==> src/rtl/endian_pkg.sv <==
// Package: shared mode encoding for the endianness resolver.
// Assumes: encoding is visible at the top-level ports and must stay fixed.
package endian_pkg;
    typedef enum logic [1:0] {
        MODE_LITTLE = 2'b00,
        MODE_MIXED  = 2'b01,
        MODE_BIG    = 2'b10
    } mode_e;
endpackage

==> src/rtl/endian_mode_ctrl.sv <==
// endian_mode_ctrl: holds the global big-endian setting and the captured
// strobe enables, and runs the pending-change / flush handshake.
// Assumes: strap and strobe enables are stable while rst_n is low; a write
// arriving in the same cycle as an accepted acknowledge is dropped.
module endian_mode_ctrl #(
    parameter int NUM_PORTS = 4
) (
    input  logic                 clk,
    input  logic                 rst_n,
    input  logic                 strap_big_i,
    input  logic [NUM_PORTS-1:0] strb_en_i,
    input  logic                 wr_en_i,
    input  logic                 wr_big_i,
    input  logic                 flush_ack_i,
    output logic                 global_big_o,
    output logic [NUM_PORTS-1:0] strb_en_o,
    output logic                 flush_req_o
);
    logic                 global_big_q;
    logic [NUM_PORTS-1:0] strb_en_q;
    logic                 pend_q;
    logic                 pend_val_q;
    logic                 ack_take;
    logic                 wr_take;

    // Decide whether an acknowledge or a write is accepted this cycle.
    always_comb begin
        ack_take = pend_q && flush_ack_i;
        wr_take  = !ack_take && wr_en_i && (pend_q || (wr_big_i != global_big_q));
    end

    // Capture straps in reset; afterwards apply pending change on acknowledge.
    always_ff @(posedge clk) begin
        if (!rst_n) begin
            global_big_q <= strap_big_i;
            strb_en_q    <= strb_en_i;
            pend_q       <= 1'b0;
            pend_val_q   <= 1'b0;
        end else if (ack_take) begin
            global_big_q <= pend_val_q;
            pend_q       <= 1'b0;
        end else if (wr_take) begin
            pend_q       <= 1'b1;
            pend_val_q   <= wr_big_i;
        end
    end

    // Drive the outputs from the held state.
    always_comb begin
        global_big_o = global_big_q;
        strb_en_o    = strb_en_q;
        flush_req_o  = pend_q;
    end
endmodule

==> src/rtl/endian_port_resolve.sv <==
// endian_port_resolve: maps the global control and one port's strobe enable
// to that port's byte-ordering mode.
// Assumes: WIDE is fixed at build time (1 = 64-bit port, 0 = 32-bit port).
module endian_port_resolve
    import endian_pkg::*;
#(
    parameter bit WIDE = 1'b1
) (
    input  logic  global_big_i,
    input  logic  strb_en_i,
    output mode_e mode_o
);
    // Global big overrides; mixed only exists on wide ports.
    always_comb begin
        if (global_big_i)
            mode_o = MODE_BIG;
        else if (WIDE && strb_en_i)
            mode_o = MODE_MIXED;
        else
            mode_o = MODE_LITTLE;
    end
endmodule

==> src/rtl/endian_lane_swap.sv <==
// endian_lane_swap: computes active byte lanes and byte order for one port.
// Assumes: size is log2 of the access bytes and never exceeds log2(BYTES).
module endian_lane_swap
    import endian_pkg::*;
#(
    parameter int BYTES = 8,
    localparam int AW   = $clog2(BYTES),
    localparam int DW   = 8 * BYTES
) (
    input  mode_e             mode_i,
    input  logic [1:0]        size_i,
    input  logic [AW-1:0]     addr_i,
    input  logic [BYTES-1:0]  strb_i,
    input  logic              unalign_i,
    input  logic [DW-1:0]     wdata_i,
    output logic [BYTES-1:0]  lane_en_o,
    output logic [DW-1:0]     mdata_o
);
    logic [AW-1:0]    unit_mask;
    logic [AW-1:0]    base;
    logic [BYTES-1:0] nat_lanes;

    // Derive the in-unit offset mask and the aligned base of the access.
    always_comb begin
        unit_mask = AW'((32'd1 << size_i) - 32'd1);
        base      = addr_i & ~unit_mask;
    end

    // Build the natural lane mask for an aligned access.
    always_comb begin
        for (int i = 0; i < BYTES; i++) begin
            nat_lanes[i] = ((AW'(i) & ~unit_mask) == base);
        end
    end

    // Select lanes: strobes in mixed mode, else aligned mask or none.
    always_comb begin
        if (mode_i == MODE_MIXED)
            lane_en_o = strb_i;
        else if (unalign_i)
            lane_en_o = '0;
        else
            lane_en_o = nat_lanes;
    end

    // Per-lane byte steering: reverse within the unit in big mode.
    for (genvar g = 0; g < BYTES; g++) begin : g_lane
        logic [AW-1:0] src;
        always_comb begin
            src = (mode_i == MODE_BIG) ? (AW'(g) ^ unit_mask) : AW'(g);
            mdata_o[8*g +: 8] = wdata_i[8*src +: 8];
        end
    end
endmodule

==> src/rtl/endian_mode_resolver.sv <==
// endian_mode_resolver: top level. Resolves per-port and memory-side
// byte ordering and steers port 0 data.
// Assumes: port 0 is the datapath port; WIDE_MASK bit p set means port p is
// 64 bits wide.
module endian_mode_resolver
    import endian_pkg::*;
#(
    parameter int             NUM_PORTS = 4,
    parameter logic [NUM_PORTS-1:0] WIDE_MASK = 4'b0011,
    parameter int             DP_BYTES  = 8,
    localparam int            AW        = $clog2(DP_BYTES),
    localparam int            DW        = 8 * DP_BYTES
) (
    input  logic                   clk,
    input  logic                   rst_n,
    input  logic                   strap_big,
    input  logic [NUM_PORTS-1:0]   strb_en_in,
    input  logic                   cfg_wr_en,
    input  logic                   cfg_wr_big,
    input  logic                   flush_ack,
    output logic                   flush_req,
    output logic [2*NUM_PORTS-1:0] port_mode,
    output logic [1:0]             mem_mode,
    input  logic [1:0]             dp_size,
    input  logic [AW-1:0]          dp_addr,
    input  logic [DP_BYTES-1:0]    dp_strb,
    input  logic                   dp_unalign,
    input  logic [DW-1:0]          dp_wdata,
    output logic [DP_BYTES-1:0]    dp_lane_en,
    output logic [DW-1:0]          dp_mdata
);
    logic                 global_big;
    logic [NUM_PORTS-1:0] strb_en_cap;
    mode_e                mode_arr [NUM_PORTS];

    endian_mode_ctrl #(.NUM_PORTS(NUM_PORTS)) ctrl_i (
        .clk          (clk),
        .rst_n        (rst_n),
        .strap_big_i  (strap_big),
        .strb_en_i    (strb_en_in),
        .wr_en_i      (cfg_wr_en),
        .wr_big_i     (cfg_wr_big),
        .flush_ack_i  (flush_ack),
        .global_big_o (global_big),
        .strb_en_o    (strb_en_cap),
        .flush_req_o  (flush_req)
    );

    for (genvar p = 0; p < NUM_PORTS; p++) begin : g_port
        endian_port_resolve #(.WIDE(WIDE_MASK[p])) res_i (
            .global_big_i (global_big),
            .strb_en_i    (strb_en_cap[p]),
            .mode_o       (mode_arr[p])
        );
        // Pack this port's mode onto the output bus.
        always_comb port_mode[2*p +: 2] = mode_arr[p];
    end

    // Memory side follows the global control only.
    always_comb mem_mode = global_big ? MODE_BIG : MODE_LITTLE;

    endian_lane_swap #(.BYTES(DP_BYTES)) swap_i (
        .mode_i    (mode_arr[0]),
        .size_i    (dp_size),
        .addr_i    (dp_addr),
        .strb_i    (dp_strb),
        .unalign_i (dp_unalign),
        .wdata_i   (dp_wdata),
        .lane_en_o (dp_lane_en),
        .mdata_o   (dp_mdata)
    );
endmodule

==> config.mk <==
export PLATFORM = sky130hd
export DESIGN_NAME = endian_mode_resolver
export DESIGN_NICKNAME = d
export VERILOG_FILES = /design/src/rtl/endian_pkg.sv /design/src/rtl/endian_mode_ctrl.sv /design/src/rtl/endian_port_resolve.sv /design/src/rtl/endian_lane_swap.sv /design/src/rtl/endian_mode_resolver.sv
export SDC_FILE = /design/constraint.sdc
export NUM_CORES = 1
export LEC_CHECK = 0
export BUFFER_PORTS_ARGS = -buffer_cell sky130_fd_sc_hd__buf_2
export CAP_MARGIN = 20
export CORE_MARGIN = 2
export CORE_UTILIZATION = 40
export CTS_BUF_LIST = sky130_fd_sc_hd__clkbuf_2
export CTS_CLUSTER_DIAMETER = 40
export DETAILED_ROUTE_END_ITERATION = 8
export GPL_ROUTABILITY_DRIVEN = 0
export GPL_TIMING_DRIVEN = 0
export PLACE_DENSITY_LB_ADDON = 0.3
export SETUP_SLACK_MARGIN = 0.3
export SYNTH_ARGS = -nofsm -noshare
export SYNTH_HDL_FRONTEND = slang
export SYNTH_SLANG_ARGS = --single-unit
==> constraint.sdc <==
create_clock -name clk -period 2.6 [get_ports clk]
set_input_delay 0.39 -clock clk [delete_from_list [all_inputs] [get_ports clk]]
set_output_delay 0.39 -clock clk [all_outputs]
set_load 0.05 [all_outputs]
==> metrics.md <==
| Metric | Value |
|---|---|
| Syn Inst Count | `453` |
| Pre-CTS setup slack | `0.374 ns` |
| Vias per inst | `5.83` |
| Critical Path End Type | `output pin` |
| Starting Density | `0.414` |
| RSZ-0062 raised after global routing | `yes` |
| Clk sinks | `5` |
| # diodes | `0` |
| Hold Path Sink | `ctrl_i.strb_en_o[1]` |
| Synth cell types | `42` |
| Leak | `2.15 nW` |
| Vias in the first global route | `4243` |
| Num ports | `171` |
| Hold path cells | `1` |
| Core ar. | `0.00933 mm²` |
| Crit start category | `flip-flop` |
| Yosys reg bits | `5` |
| Register area share after synthesis | `0.0337` |
| Clk Tree Root Cell | `clkbuf_2` |
| Crit path DAT | `1.83 ns` |
| Crit path kind | `reg -> out` |
| Gr usage total | `0.275` |
| Asr flop ratio synth | `0` |
| H-Tree Level Count | `1` |
| Worst hold start | `strb_en_in[1]` |
| Setup TNS | `0 ns` |
| Worst R2R Path Depth | `4` |
| Peak VDD IR | `252 µV` |
| Initial antenna violation count | `0` |
| Clk buf depth | `2` |
| IO buf count | `163` |
| EDFF count, synth | `3` |
| DR WL/cell | `19.8 µm` |
| Initial drt markers | `221` |
| Die Height | `102 µm` |
| Drc violations | `0` |
| Clock insertion delay at the later pin of the skew report | `0.21 ns` |
| Yosys top cell area share | `0.217` |
| TritonCTS clock tree | `built` |
| Chip width | `102 µm` |
| Detailed-route via count | `4390` |
| Gr ovfl total | `0` |
| Post-Synthesis Mean Instance Area | `8.53 µm²` |
| Fin. max-slew vios | `0` |
| Largest net degree at the start of global routing | `11` |
| Fmax | `451 MHz` |
| Slew @ Worst Pin | `0.618 ns` |
| Total number of yosys warnings | `0` |
| Worst r2r src | `ctrl_i.global_big_o` |
| Area leader, netlist | `o221ai_2` |
| Crit Path Max Fanout | `10` |
| CP required | `2.21 ns` |
| Setup WS post-layout | `0.381 ns` |
| HPWL after DPL | `11200 µm` |
| Final Setup Violations | `0` |
| Register-to-register setup slack | `1.48 ns` |
| Final min period | `2.22 ns` |
| Final hold vios | `0` |
| Synthesized area | `0.00387 mm²` |
| CTS clk-pin slew, worst paths | `0.06 ns` |
| Share of cells above drive strength 1 | `0.599` |
| ANT nets after route | `0` |
| Reg-to-Reg End | `ctrl_i.flush_req_o` |
| Rows | `35` |
| Global-route wire length before repair | `22500 µm` |
| # hold bufs at CTS | `0` |
| Total CTS buffers | `3` |
| Hold Crit Class | `in -> reg` |
| Status | `finished clean` |
| Final Skew | `0.00802 ns` |
| Number of max-cap violations | `0` |
| Tcrit/Tclk final | `0.853` |
| Synth Flop Type | `edfxtp_1` |
| Area growth, synth to finish | `26.7%` |
| WL final | `14900 µm` |
| Pwr Density | `367 mW/mm²` |
| Synth area leaders | `o221ai_2, a2bb2oi_2, o211ai_2` |
| First-pass DRT Iterations | `5` |
| Fin nets | `713` |
| Die area | `0.0105 mm²` |
| Rel. slew slack | `0.588` |
sequential cells by signal, summed over array words and instances, names as in the netlist:
name / flops
ctrl_i.pend_val_q: 1
ctrl_i.flush_req_o: 1
ctrl_i.global_big_o: 1
ctrl_i.strb_en_o: 2
routing by layer:
layer / GRT usage / up-vias / wire (µm)
li1: - / 2007 / -
met1: 0.368 / 2079 / 6160
met2: 0.466 / 274 / 7060
met3: 0.0328 / 30 / 1350
met4: 0.0790 / 0 / 308
met5: 0 / - / 0
layout make-up:
class / count / area (µm²)
Timing Repair Buffer: 165 / 841
Sequential cell: 5 / 130
Fill cell: 915 / 4430
Multi-Input combinational cell: 330 / 3070
Clock buffer: 4 / 20.0
Buffer: 57 / 444
Inverter: 63 / 236
Tap cell: 129 / 161
cell usage after synthesis, types with 3 or more instances:
cell type  instances
clkbuf_4           4
buf_8              4
a22o_1             8
edfxtp_1           3
clkbuf_1           5
inv_1             63
a21o_1             4
mux2i_1            6
o221ai_2          56
a2bb2oi_2         28
buf_2             16
nand2_1            9
a21oi_2           28
o21ai_0            9
a31oi_1            7
buf_4             15
o21ai_1           23
nand2b_1          31
nor2b_1           31
buf_6             12
and2_0             5
o221a_2            6
and2_1            23
nor2_1             8
o211ai_2          26
power by group:
| group | switching (mW) | internal [mW] |
|---|---|---|
| clock | 0.0295 | 0.0408 |
| combinational | 1.12 | 0.509 |
| sequential | 0.00648 | 0.0924 |
repair_timing:
item,CTS,global route
gates cloned,0,0
gates resized for setup,1,7
pin swaps,0,0
setup buffers,2,0
endpoints found under the setup margin,42,14
endpoints found under the hold margin,0,0
worst max path at each step:
stage	startpoint	end	slack [ns]	cells past startpoint
floorplan	ctrl_i.global_big_o	port_mode[2]	0.62	3
global placement	ctrl_i.global_big_o	dp_mdata[53]	0.37	5
detailed placement	ctrl_i.global_big_o	dp_mdata[60]	0.37	5
CTS	ctrl_i.global_big_o	dp_mdata[31]	0.36	5
global route	ctrl_i.global_big_o	dp_mdata[0]	0.29	5
finish	ctrl_i.global_big_o	dp_mdata[55]	0.38	5
stage by stage:
step           power [mW]  hold WS, ns  instance area [µm²]  utilization  std cells
2_1_floorplan        1.32        0.463                 3870            -        455
3_3_place_gp         1.69        0.490                 4850        0.520        747
3_5_place_dp         1.71        0.495                 4850        0.520        747
4_1_cts              1.79        0.344                 4890        0.524        753
5_1_grt              1.89        0.337                 4900        0.525        753
6_report             1.80        0.353                 4900        0.525        753
worst max-delay path: stages, from the launching register on:
cell      delay (ns)
edfxtp_1        0.45
buf_4           0.21
buf_4           0.17
clkbuf_4        0.23
o221ai_2        0.24
buf_2           0.30
placed cells by master (no fill, tap or decap), drive strengths merged:
cell | synthesis | routed
edfxtp | 3 | 3
clkbuf | 10 | 17
o311ai | 1 | 1
o21bai | 2 | 2
o221ai | 56 | 56
and2 | 30 | 30
nand2 | 10 | 10
nor2b | 32 | 32
nand3 | 1 | 1
a22o | 8 | 8
dfxtp | 2 | 2
a211oi | 1 | 1
nand3b | 1 | 1
nor2 | 8 | 8
mux2 | 1 | 1
a21oi | 30 | 30
a32o | 2 | 2
mux2i | 6 | 6
a31oi | 7 | 7
xor2 | 1 | 1
buf | 47 | 209
o221a | 6 | 6
nand2b | 31 | 31
a21o | 4 | 4
o21ai | 32 | 32
nor3 | 1 | 1
o211ai | 28 | 28
a2bb2oi | 28 | 28
conb | 1 | 3
inv | 63 | 63
logic make-up (layout without fill, tap and decap cells):
family / count (synthesis) / count (layout) / share of synthesized area
XOR/XNOR: 1 / 1 / 0.00227
buffers and inverters: 120 / 289 / 0.175
AO/OA/AOI/OAI: 205 / 205 / 0.593
AND/OR/NAND/NOR: 114 / 114 / 0.176
flip-flops: 5 / 5 / 0.0337
other: 1 / 3 / 0.000970
multiplexers: 7 / 7 / 0.0184
No activity file was read; power rests on OpenSTA's default activity.
